**config.mk**
```make
export PLATFORM = sky130hd
export DESIGN_NAME = bank_xlate
export DESIGN_NICKNAME = d
export VERILOG_FILES = /design/src/rtl/bank_xlate_pkg.sv /design/src/rtl/bxl_index_sel.sv /design/src/rtl/bxl_table.sv /design/src/rtl/bxl_resp_reg.sv /design/src/rtl/bank_xlate.sv
export SDC_FILE = /design/constraint.sdc
export NUM_CORES = 1
export LEC_CHECK = 0
export BUFFER_PORTS_ARGS = -buffer_cell sky130_fd_sc_hd__buf_2
export CAP_MARGIN = 0
export CORE_MARGIN = 1
export CORE_UTILIZATION = 60
export DETAILED_ROUTE_END_ITERATION = 16
export PLACE_DENSITY = 0.81
export SYNTH_ARGS = -nofsm -noshare
export SYNTH_HDL_FRONTEND = slang
export SYNTH_SLANG_ARGS = --single-unit
```
**constraint.sdc**
```tcl
create_clock -name clk -period 3.55 [get_ports clk]
set_input_delay 0.1775 -clock clk [delete_from_list [all_inputs] [get_ports clk]]
set_output_delay 0.1775 -clock clk [all_outputs]
set_load 0.02 [all_outputs]
```
**src/rtl/bank_xlate_pkg.sv**
```systemverilog
// Package: shared widths and the coordinate type for the bank translator.
// Assumes a 4-column by up-to-8-row mesh of bank tiles.
package bank_xlate_pkg;
    parameter int X_W      = 2;
    parameter int Y_W      = 3;
    parameter int IDX_W    = 4;
    parameter int ENTRIES  = 1 << IDX_W;
    parameter int LINE_OFS = 6;
    parameter int ADDR_W   = 40;

    typedef struct packed {
        logic [X_W-1:0] x;
        logic [Y_W-1:0] y;
    } coord_t;
endpackage

```
**src/rtl/bxl_index_sel.sv**
```systemverilog
// Module: forms the table index from the line-address bits.
// In shared mode the index is the IDX_W bits above the line offset. In split
// mode the processor ID replaces the top bit. Assumes one processor ID bit.
module bxl_index_sel #(
    parameter int IDX_W = 4
) (
    input  logic [IDX_W-1:0] line_bits,
    input  logic             proc_id,
    input  logic             split,
    output logic [IDX_W-1:0] idx
);
    // Pick the index source according to the interleave mode.
    always_comb begin
        if (split) idx = {proc_id, line_bits[IDX_W-2:0]};
        else       idx = line_bits;
    end
endmodule

```
**src/rtl/bxl_table.sv**
```systemverilog
// Module: the programmable coordinate table.
// One register per entry, reset to the identity map. A single write port
// updates one entry per cycle. All entries are exported so the caller can mux.
module bxl_table
    import bank_xlate_pkg::*;
#(
    parameter int N     = ENTRIES,
    parameter int IW    = IDX_W
) (
    input  logic          clk,
    input  logic          rst_n,
    input  logic          wr_en,
    input  logic [IW-1:0] wr_idx,
    input  coord_t        wr_data,
    output coord_t [N-1:0] ent
);
    localparam int COLS = 1 << X_W;

    for (genvar i = 0; i < N; i++) begin : g_ent
        localparam logic [X_W-1:0] RST_X = X_W'(i % COLS);
        localparam logic [Y_W-1:0] RST_Y = Y_W'(i / COLS);
        // Hold entry i, reload identity on reset, take a matching write.
        always_ff @(posedge clk) begin
            if (!rst_n)
                ent[i] <= '{x: RST_X, y: RST_Y};
            else if (wr_en && (wr_idx == IW'(i)))
                ent[i] <= wr_data;
        end
    end
endmodule

```
**src/rtl/bxl_resp_reg.sv**
```systemverilog
// Module: registers the looked-up coordinate and its valid flag.
// The coordinate only loads on a request and holds otherwise.
module bxl_resp_reg
    import bank_xlate_pkg::*;
(
    input  logic   clk,
    input  logic   rst_n,
    input  logic   load,
    input  coord_t d,
    output logic   valid,
    output coord_t q
);
    // Valid follows the request one cycle later.
    always_ff @(posedge clk) begin
        if (!rst_n) valid <= 1'b0;
        else        valid <= load;
    end

    // Capture the coordinate on a request, hold it between requests.
    always_ff @(posedge clk) begin
        if (!rst_n)    q <= '0;
        else if (load) q <= d;
    end
endmodule

```
**src/rtl/bank_xlate.sv**
```systemverilog
// Module: top of the bank coordinate translator.
// Selects a table index from the address, the processor ID and the mode.
// Reads the table and registers the coordinate. A write in the same cycle
// as a lookup of that entry is seen only from the next cycle.
module bank_xlate
    import bank_xlate_pkg::*;
(
    input  logic              clk,
    input  logic              rst_n,
    input  logic              req_valid,
    input  logic [ADDR_W-1:0] req_addr,
    input  logic              req_proc,
    input  logic              split_mode,
    input  logic              wr_en,
    input  logic [IDX_W-1:0]  wr_idx,
    input  logic [X_W-1:0]    wr_x,
    input  logic [Y_W-1:0]    wr_y,
    output logic              rsp_valid,
    output logic [X_W-1:0]    rsp_x,
    output logic [Y_W-1:0]    rsp_y
);
    localparam int FIELD_HI = LINE_OFS + IDX_W;

    logic [IDX_W-1:0]     idx;
    coord_t [ENTRIES-1:0] ent_all;
    coord_t               rd_coord;
    coord_t               rsp_q;
    logic                 unused_addr;

    // Fold the address bits that never steer the lookup.
    assign unused_addr = ^{req_addr[ADDR_W-1:FIELD_HI], req_addr[LINE_OFS-1:0]};

    bxl_index_sel #(.IDX_W(IDX_W)) u_idx (
        .line_bits (req_addr[FIELD_HI-1:LINE_OFS]),
        .proc_id   (req_proc),
        .split     (split_mode),
        .idx       (idx)
    );

    bxl_table u_tbl (
        .clk     (clk),
        .rst_n   (rst_n),
        .wr_en   (wr_en),
        .wr_idx  (wr_idx),
        .wr_data ('{x: wr_x, y: wr_y}),
        .ent     (ent_all)
    );

    // Read the selected entry from the current (pre-write) table state.
    always_comb rd_coord = ent_all[idx];

    bxl_resp_reg u_rsp (
        .clk   (clk),
        .rst_n (rst_n),
        .load  (req_valid),
        .d     (rd_coord),
        .valid (rsp_valid),
        .q     (rsp_q)
    );

    assign rsp_x = rsp_q.x;
    assign rsp_y = rsp_q.y;
endmodule

```
==> results of run 1 <==
-- sequential cells by signal, summed over array words and instances, names as in the netlist --
register,cells
u_rsp.q,5
u_rsp.valid,1
u_tbl.ent,80
-- critical path, cell delays in order --
cell and delay, ns:
buf_2 0.54, mux4_2 0.63, and2_1 0.19, a211oi_2 0.22, o31ai_1 0.09
-- per-stage QoR --
step,power [µW],worst slack (ns),hold WS (ns),instances
after floorplan,1135,2.199,0.3224,412
after global placement,1180,1.552,0.4502,481
after detailed placement,1184,1.542,0.4601,481
after CTS,1913,1.916,0.1561,497
after global routing,1968,1.833,0.1677,497
final,1910,1.938,0.1589,497
-- report_power, final --
group	internal, µW	leakage [µW]	switching, µW
Sequential	982	0.000697	8.46
Clock	414	0.000110	334
Combinational	64.5	0.000804	107
-- cell usage in the layout (no fill, tap or decap) --
master     synthesis  routed
mux2_2             1       1
nand3_1           29      29
mux2i_1           31      31
and2b_1            1       1
nor2_1            10      10
a21boi_0          26      26
buf_2              6      24
o31ai_1            5       5
nor2b_1           22      22
a211oi_2           5       5
clkbuf_8           0      10
o21ai_0           45      45
nand3b_1           5       5
nor3b_2            1       1
inv_1              1       1
nand3b_2           2       2
mux4_2            20      20
clkbuf_1          21       2
nand2b_1           4       4
clkinv_2           0       2
nand3_2            1       1
or3_1              3       3
and2_1             5       5
nand2_1           71      71
bufinv_16          0       2
dfxtp_1           86      86
buf_4              1       1
and3_1             5       5
-- worst max-delay path by stage --
stage                     slack (ns)  depth (start not counted)          to
after global routing            1.83                          5  u_rsp.q[0]
final                           1.94                          5  u_rsp.q[0]
after detailed placement        1.54                          5  u_rsp.q[0]
after CTS                       1.92                          5  u_rsp.q[0]
after global placement          1.55                          5  u_rsp.q[0]
after floorplan                 2.20                          5  u_rsp.q[0]
-- metal layers --
metal	wire length (µm)	vias up
met5	0	-
li1	-	1451
met4	171	0
met1	3921	1483
met2	4080	99
met3	533	16
-- area by class of cell --
type,count,area (µm²),area share [%]
Multi-Input combinational cell,292,2076,48.95
Tap cell,77,96.34,2.272
Inverter,1,3.754,0.08852
Sequential cell,86,1722,40.60
Clock inverter,4,70.07,1.652
Clock buffer,12,145.1,3.423
Timing Repair Buffer,25,127.6,3.010
-- logic make-up (layout without fill, tap and decap cells) --
| group | after synthesis | count (layout) | share of synthesized area, % |
|---|---|---|---|
| AND/OR/NAND/NOR | 159 | 159 | 19.75 |
| flip-flops | 86 | 86 | 43.41 |
| buffers and inverters | 34 | 42 | 4.259 |
| AO/OA/AOI/OAI | 81 | 81 | 13.12 |
| multiplexers | 52 | 52 | 19.46 |
==> results.md, run 1 <==
* CTS tree: built
* First drt pass iteration count at 4
* Vias in the first global route at 2988
* Initial antenna violation count at 0
* CP Max Fanout at 20
* First-pass GRT wire length at 14480 µm
* Final Critical Period at roughly 1.6 ns
* Finished Cell Area at approximately 4200 µm²
* Post-DP HPWL at approximately 5600 µm
* Area post-placement at 4025 µm²
* Worst VDD drop at around 0.00037 V
* Gr usage total at 26.74%
* I/O pin total at 61
* Yosys top cell area share at between 40 and 50%
* Worst R2R Setup Slack at between 2 and 2.5 ns
* Sum of negative setup slack at 0 ns
* Starting Density at between 60% and 70%
* Synth top cells by count: dfxtp_1, nand2_1, o21ai_0, mux2i_1, nand3_1
* Syn. warnings at 0
* Pwr dens at between 400 and 500 nW/µm²
* Fmax at about 620 MHz
* Mapped Avg Cell Area at slightly below 10 µm²
* Layout cell share with drive strength beyond 1 at ~16%
* Crit path from: req_addr[7]
* Die Y-Extent at 83.31 µm
* CTS Buffer Depth at 2
* Most common cell in the netlist: dfxtp_1
* Yosys reg bits at 86
* H-tree levels at 3
* Prevailing post-synth register cell: dfxtp_1
* Final hold vios at 0
* M1 GR Usage at 35.57%
* Residual DRC at 0
* GRT met3 Usage at under 10%
* Via density at between 6 and 7
* WP data required at about 3.8 ns
* Post-CTS setup buffers at 0
* Final setup fails at 0
* Most area-consuming cells after synthesis: dfxtp_1, mux4_2, mux2i_1
* MaxCap Viol Count at 0
* Initial DRC count at 236
* Hold Startpoint: req_valid
* Via count at 3049
* Slew margin rel. at around 51%
* Root Buffer: clkbuf_8
* WL/cell at between 15 and 20 µm
* Slew Viols, Final at 0
* Worst Hold Endpoint: u_rsp.q[2]
* Total core area at 6350 µm²
* N_diodes at 0
* Hold-fix buffers, CTS at 0
* WL final at 8706 µm
* Worst skew pair latency at 0.35 ns
* R2R cell count at 4
* Status: complete, no violations
* Unique masters post-synth at 27
* Sequential area share after synthesis at a little over two fifths
* Min-Delay Path Class: in2reg
* Mapped Cells at 412
* Crit path launch type: input pin
* Ys async rst share at 0%
* Die Footprint at around 6900 µm²
* P_leak at 0.001611 µW
* Gr busiest metal: met2
* Antenna viol nets, final at 0
* Num rows at 29
* Hold path cells at 3
* RSZ-0062 raised after global routing: false
* Period utilization at a little under half
* Slew of the pin with the lowest slew margin at 0.7289 ns
* R2r startpoint: u_tbl.ent[30]
* Port bufs at 24
* CP arrival at roughly 1.9 ns
* Global route total overflow at 0
* Post-synth EDFFs at 0
* Worst Clk Skew at a little over 0.005 ns
* Syn Std Cell Area at roughly 4000 µm²
* Yosys top cell by area: dfxtp_1
* Reg2Reg Capture Point: u_rsp.q[0]
* Critical path class: in2reg
* GPL Wtd Cong at between 0.8 and 0.9
* Fillers at around 490
* Nets at 470
* Post-cts sizing count at 0
* CTS buffer count at 9
* Largest net degree at the start of global routing at 48
* CTS clk-pin slew, worst paths at 0.08 ns
* Die Wd at about 83 µm
* CP endpoint kind: flop
* P&R area growth vs syn at 6.909%
* Syn nets at 467
* GR Util met2 at between 40% and 50%
* Final core utilization at between 60% and 70%
* CTS sink cnt at 86
Power figures use the tool's default switching activity.
==> run 2, diff against run 1 <==
CORE_UTILIZATION = 56   (was 60)
PLACE_DENSITY = 0.76   (was 0.81)
clock period = 1.5 ns   (was 3.55 ns; I/O delays follow)
==> run 2 against run 1 <==
  * First-iteration DRC count shrank 20%
  * Clock skew grew 0.0076 ns
  * Wire length grew 0.84%
  * Combinational power grew to 2.6 times the previous value
  * Global-route usage shrank 0.53 points
  * Via count grew 1.0%
==> results.md, run 2 (synthesis gave the netlist of run 1 again) <==
* Status: complete, no violations
* RSZ-0062 raised after global routing: false
* Post-cts sizing count at 0
* Hold path cells at 2
* Post-CTS setup buffers at 0
* CP endpoint kind: flop
* Worst skew pair latency at 0.36 ns
* Slew Viols, Final at 0
* Final hold vios at 0
* Worst R2R Setup Slack at between 0.1 and 0.15 ns
* Slew of the pin with the lowest slew margin at roughly 0.38 ns
* Gr usage total at a little over a quarter
* Via density at roughly 5.8
* Fmax at between 700 and 800 MHz
* Vias in the first global route at approximately 3000
* Global route total overflow at 0
* Slew margin rel. at between 70% and 80%
* Nets at 487
* Via count at roughly 3100
* Starting Density at 58.06%
* Top flop regs: u_tbl.ent x80, u_rsp.q x5, u_rsp.valid x1
* Total core area at just under 7000 µm²
* Reg with most FFs: u_tbl.ent
* Die Footprint at 7424 µm²
* WL/cell at approximately 16 µm
* Period utilization at slightly above 90%
* Critical path class: reg2reg
* Multi-input gate area at 2076 µm²
* Antenna viol nets, final at 0
* Reg area at approximately 1700 µm²
* CTS clk-pin slew, worst paths at 0.09 ns
* MaxCap Viol Count at 0
* Die Wd at approximately 86 µm
* Hold slack at between 0.02 and 0.03 ns
* Most frequent cells in the layout: dfxtp_1, nand2_1, o21ai_0
* Hold-fix buffers, CTS at 0
* Die Y-Extent at ~86 µm
* GPL Wtd Cong at 0.7796
* N_diodes at 0
* Min-Delay Path Class: in2reg
* Initial antenna violation count at 0
* Final setup fails at 0
* CTS Buffer Depth at 2
* Layout cell share with drive strength beyond 1 at approximately 20%
* Root Buffer: clkbuf_8
* P_leak at about 0.0017 µW
* CP Max Fanout at 2
* WL final at approximately 9000 µm
* Crit path launch type: flop
* H-tree levels at 3
* CTS sink cnt at 86
* Port bufs at 24
* Post-DP HPWL at 6194 µm
* Worst Clk Skew at ~0.013 ns
* Fillers at around 560
* Max FFs per register at 80
* Initial DRC count at around 190
* CTS tree: built
* Num rows at 30
* First-pass GRT wire length at about 15000 µm
* I/O pin total at 61
* P&R area growth vs syn at 10.63%
* Most common cell after layout, fill and taps aside: dfxtp_1
* CTS buffer count at 9
* WP data required at roughly 1.7 ns
* Pwr dens at 965.1 nW/µm²
* Sum of negative setup slack at 0 ns
* Final Critical Period at 1.357 ns
* CP arrival at around 1.6 ns
* Worst VDD drop at 0.0004196 V
* Largest net degree at the start of global routing at 46
* R2R cell count at 4
* First drt pass iteration count at 4
* Residual DRC at 0
==> run 2: stage by stage <==
stage	cells	util [%]	setup WS [ns]	instance area, µm²	total power, µW
6_report	533	64.23	0.1432	4388	4235
5_1_grt	533	64.23	0.05006	4388	4416
4_1_cts	533	64.23	0.1304	4388	4258
3_5_place_dp	517	61.69	0.02803	4214	2850
3_3_place_gp	517	61.69	0.05308	4214	2839
2_1_floorplan	412	-	0.2422	3966	2687
==> run 2: per-layer routing <==
metal,wire length (µm),up-vias,GRT usage [%]
met5,0,-,0
met2,4256,102,42.14
met3,517,18,5.486
met4,195,0,10.30
met1,3810,1477,34.67
li1,-,1484,-
==> run 2: area by class of cell <==
class	instances	area share, %
multi-input combinational	292	47.31
sequential	86	39.24
timing repair buffer	42	6.672
clock buffer	9	2.823
tap	96	2.737
clock inverter	7	1.141
inverter	1	0.08554
==> run 2: worst paths after layout <==
check / startpoint / endpoint
worst min-delay path: rst_n / u_tbl.ent[61]
worst max register to register: u_tbl.ent[34] / u_rsp.q[4]
worst min register to register: u_tbl.ent[2] / u_tbl.ent[2]
worst max-delay path: u_tbl.ent[34] / u_rsp.q[4]
==> run 2: critical path: stages (launching register included) <==
cell and delay, ns:
dfxtp_1 0.32, mux4_2 0.47, and2_1 0.19, a211oi_2 0.18, o31ai_1 0.08
==> run 2: where the power goes <==
group | leakage, µW | internal (µW) | total (µW) | switching, µW
Clock | 0.0000816 | 603 | 1440 | 834
Combinational | 0.000897 | 190 | 452 | 261
Sequential | 0.000697 | 2330 | 2350 | 21.0
==> run 3, diff against run 2 <==
CORE_UTILIZATION = 60   (was 56)
PLACE_DENSITY = 0.81   (was 0.76)
clock period = 1.7 ns   (was 1.5 ns; I/O delays follow)
==> run 3 against run 2 <==
  * Critical path type unchanged
  * Sequential power shrank 12%
  * Register-to-register slack gained 0.13 ns
  * Clock skew shrank 0.0031 ns
  * Largest power group unchanged
  * First-iteration DRC count grew 34%
  * Sequential share of layout area shrank 0.39 points
  * Cell count shrank 3.4%
  * Via count grew 0.42%
==> results.md, run 3 (synthesis gave the netlist of run 1 again) <==
* Residual DRC at 0
* Crit path launch type: flop
* CP arrival at roughly 1.7 ns
* Worst setup margin at between 0.2 and 0.3 ns
* Status: complete, no violations
* WL final at 8877 µm
* R2r startpoint: u_tbl.ent[30]
* Fmax at 703.3 MHz
* Hold Startpoint: req_valid
* Antenna viol nets, final at 0
* Layout cell share with drive strength beyond 1 at roughly a fifth
* Min-Delay Path Class: in2reg
* Die Y-Extent at 83.31 µm
* Initial antenna violation count at 0
* Via density at between 6 and 7
* First-pass GRT wire length at approximately 15000 µm
* Top flop regs: u_tbl.ent x80, u_rsp.q x5, u_rsp.valid x1
* Num rows at 29
* Hold slack at just over 0.05 ns
* GPL Wtd Cong at just under 0.8
* Port bufs at 24
* Period utilization at between 80% and 90%
* Global route total overflow at 0
* Worst VDD drop at 0.0007943 V
* Final core utilization at 69.79%
* Total core area at 6350 µm²
* Worst skew pair latency at 0.35 ns
* Die Footprint at a little under 7000 µm²
* Root Buffer: clkbuf_8
* Final Critical Period at 1.422 ns
* Max FFs per register at 80
* Largest net degree at the start of global routing at 65
* Worst Hold Endpoint: u_rsp.q[4]
* Via count at 3094
* Hold path cells at 3
* CTS sink cnt at 86
* Post-CTS setup buffers at 0
* Initial DRC count at about 250
* Final hold vios at 0
* Final setup fails at 0
* First drt pass iteration count at 5
* CP endpoint kind: flop
* Reg with most FFs: u_tbl.ent
* RSZ-0062 raised after global routing: false
* WP data required at between 1.5 and 2 ns
* CP Max Fanout at 2
* CTS tree: built
* Worst R2R Setup Slack at 0.28 ns
* N_diodes at 0
* Fillers at between 400 and 500
* Most frequent cells in the layout: dfxtp_1, nand2_1, o21ai_0
* Sum of negative setup slack at 0 ns
* CTS clk-pin slew, worst paths at 0.09 ns
* Slew margin rel. at between 60% and 70%
* Die Wd at 83.31 µm
* Pwr Total at 4185 µW
* CTS Buffer Depth at 2
* Slew of the pin with the lowest slew margin at ~0.53 ns
* Pre-CTS setup slack at around 0.15 ns
* Hold-fix buffers, CTS at 0
* Critical path class: reg2reg
* MaxCap Viol Count at 0
* P_leak at ~0.0017 µW
* Post-DP HPWL at 5956 µm
* I/O pin total at approximately 60
* Slew Viols, Final at 0
* Gr usage total at roughly 27%
* H-tree levels at 3
* R2R cell count at 4
* Post-cts sizing count at 0
* Starting Density at a little over three fifths
* Vias in the first global route at between 3000 and 4000
* Reg2Reg Capture Point: u_rsp.q[0]
* Worst Clk Skew at between 0.009 and 0.01 ns
* Pwr dens at roughly 940 nW/µm²
* WL/cell at between 15 and 20 µm
* Most common cell after layout, fill and taps aside: dfxtp_1
* CTS buffer count at 9
* P&R area growth vs syn at 11.74%
* Nets at between 400 and 500
[run 3: area by class of cell]
| type | instances | area, µm² | share of cell area, % |
|---|---|---|---|
| Clock inverter | 7 | 122.6 | 2.767 |
| Multi-Input combinational cell | 292 | 2076 | 46.84 |
| Timing Repair Buffer | 43 | 287.8 | 6.494 |
| Sequential cell | 86 | 1722 | 38.85 |
| Clock buffer | 9 | 123.9 | 2.795 |
| Tap cell | 77 | 96.34 | 2.174 |
| Inverter | 1 | 3.754 | 0.08470 |
[run 3: routing by layer]
layer | up-vias | wire length [µm] | GRT usage, %
met5 | - | 0 | 0
met4 | 0 | 141 | 10.97
met3 | 14 | 545 | 4.076
met2 | 122 | 4364 | 45.60
met1 | 1468 | 3826 | 35.75
li1 | 1490 | - | -
[run 3: through the flow]
stage	std cells	cell area, µm²
floorplan	412	3966
global placement	499	4185
detailed placement	499	4185
CTS	515	4432
global route	515	4432
finish	515	4432
[run 3: how the worst max path moves through the flow]
stage | from | end | slack [ns] | depth (start not counted)
3_3_place_gp | req_addr[7] | u_rsp.q[0] | 0.17 | 6
3_5_place_dp | req_addr[7] | u_rsp.q[0] | 0.15 | 6
6_report | u_tbl.ent[30] | u_rsp.q[0] | 0.28 | 4
5_1_grt | u_tbl.ent[32] | u_rsp.q[2] | 0.22 | 4
4_1_cts | u_tbl.ent[30] | u_rsp.q[0] | 0.28 | 4
2_1_floorplan | req_addr[7] | u_rsp.q[0] | 0.44 | 5
[run 3: power breakdown]
| part | switching, µW | internal [µW] |
|---|---|---|
| combinational | 232 | 167 |
| clock | 737 | 980 |
| sequential | 17.4 | 2050 |
| total | 987 | 3200 |
[run 3: critical path, cell delays in order (launching register included)]
cell and delay [ns]:
dfxtp_1 0.32, mux4_2 0.50, and2_1 0.18, a211oi_2 0.22, o31ai_1 0.09
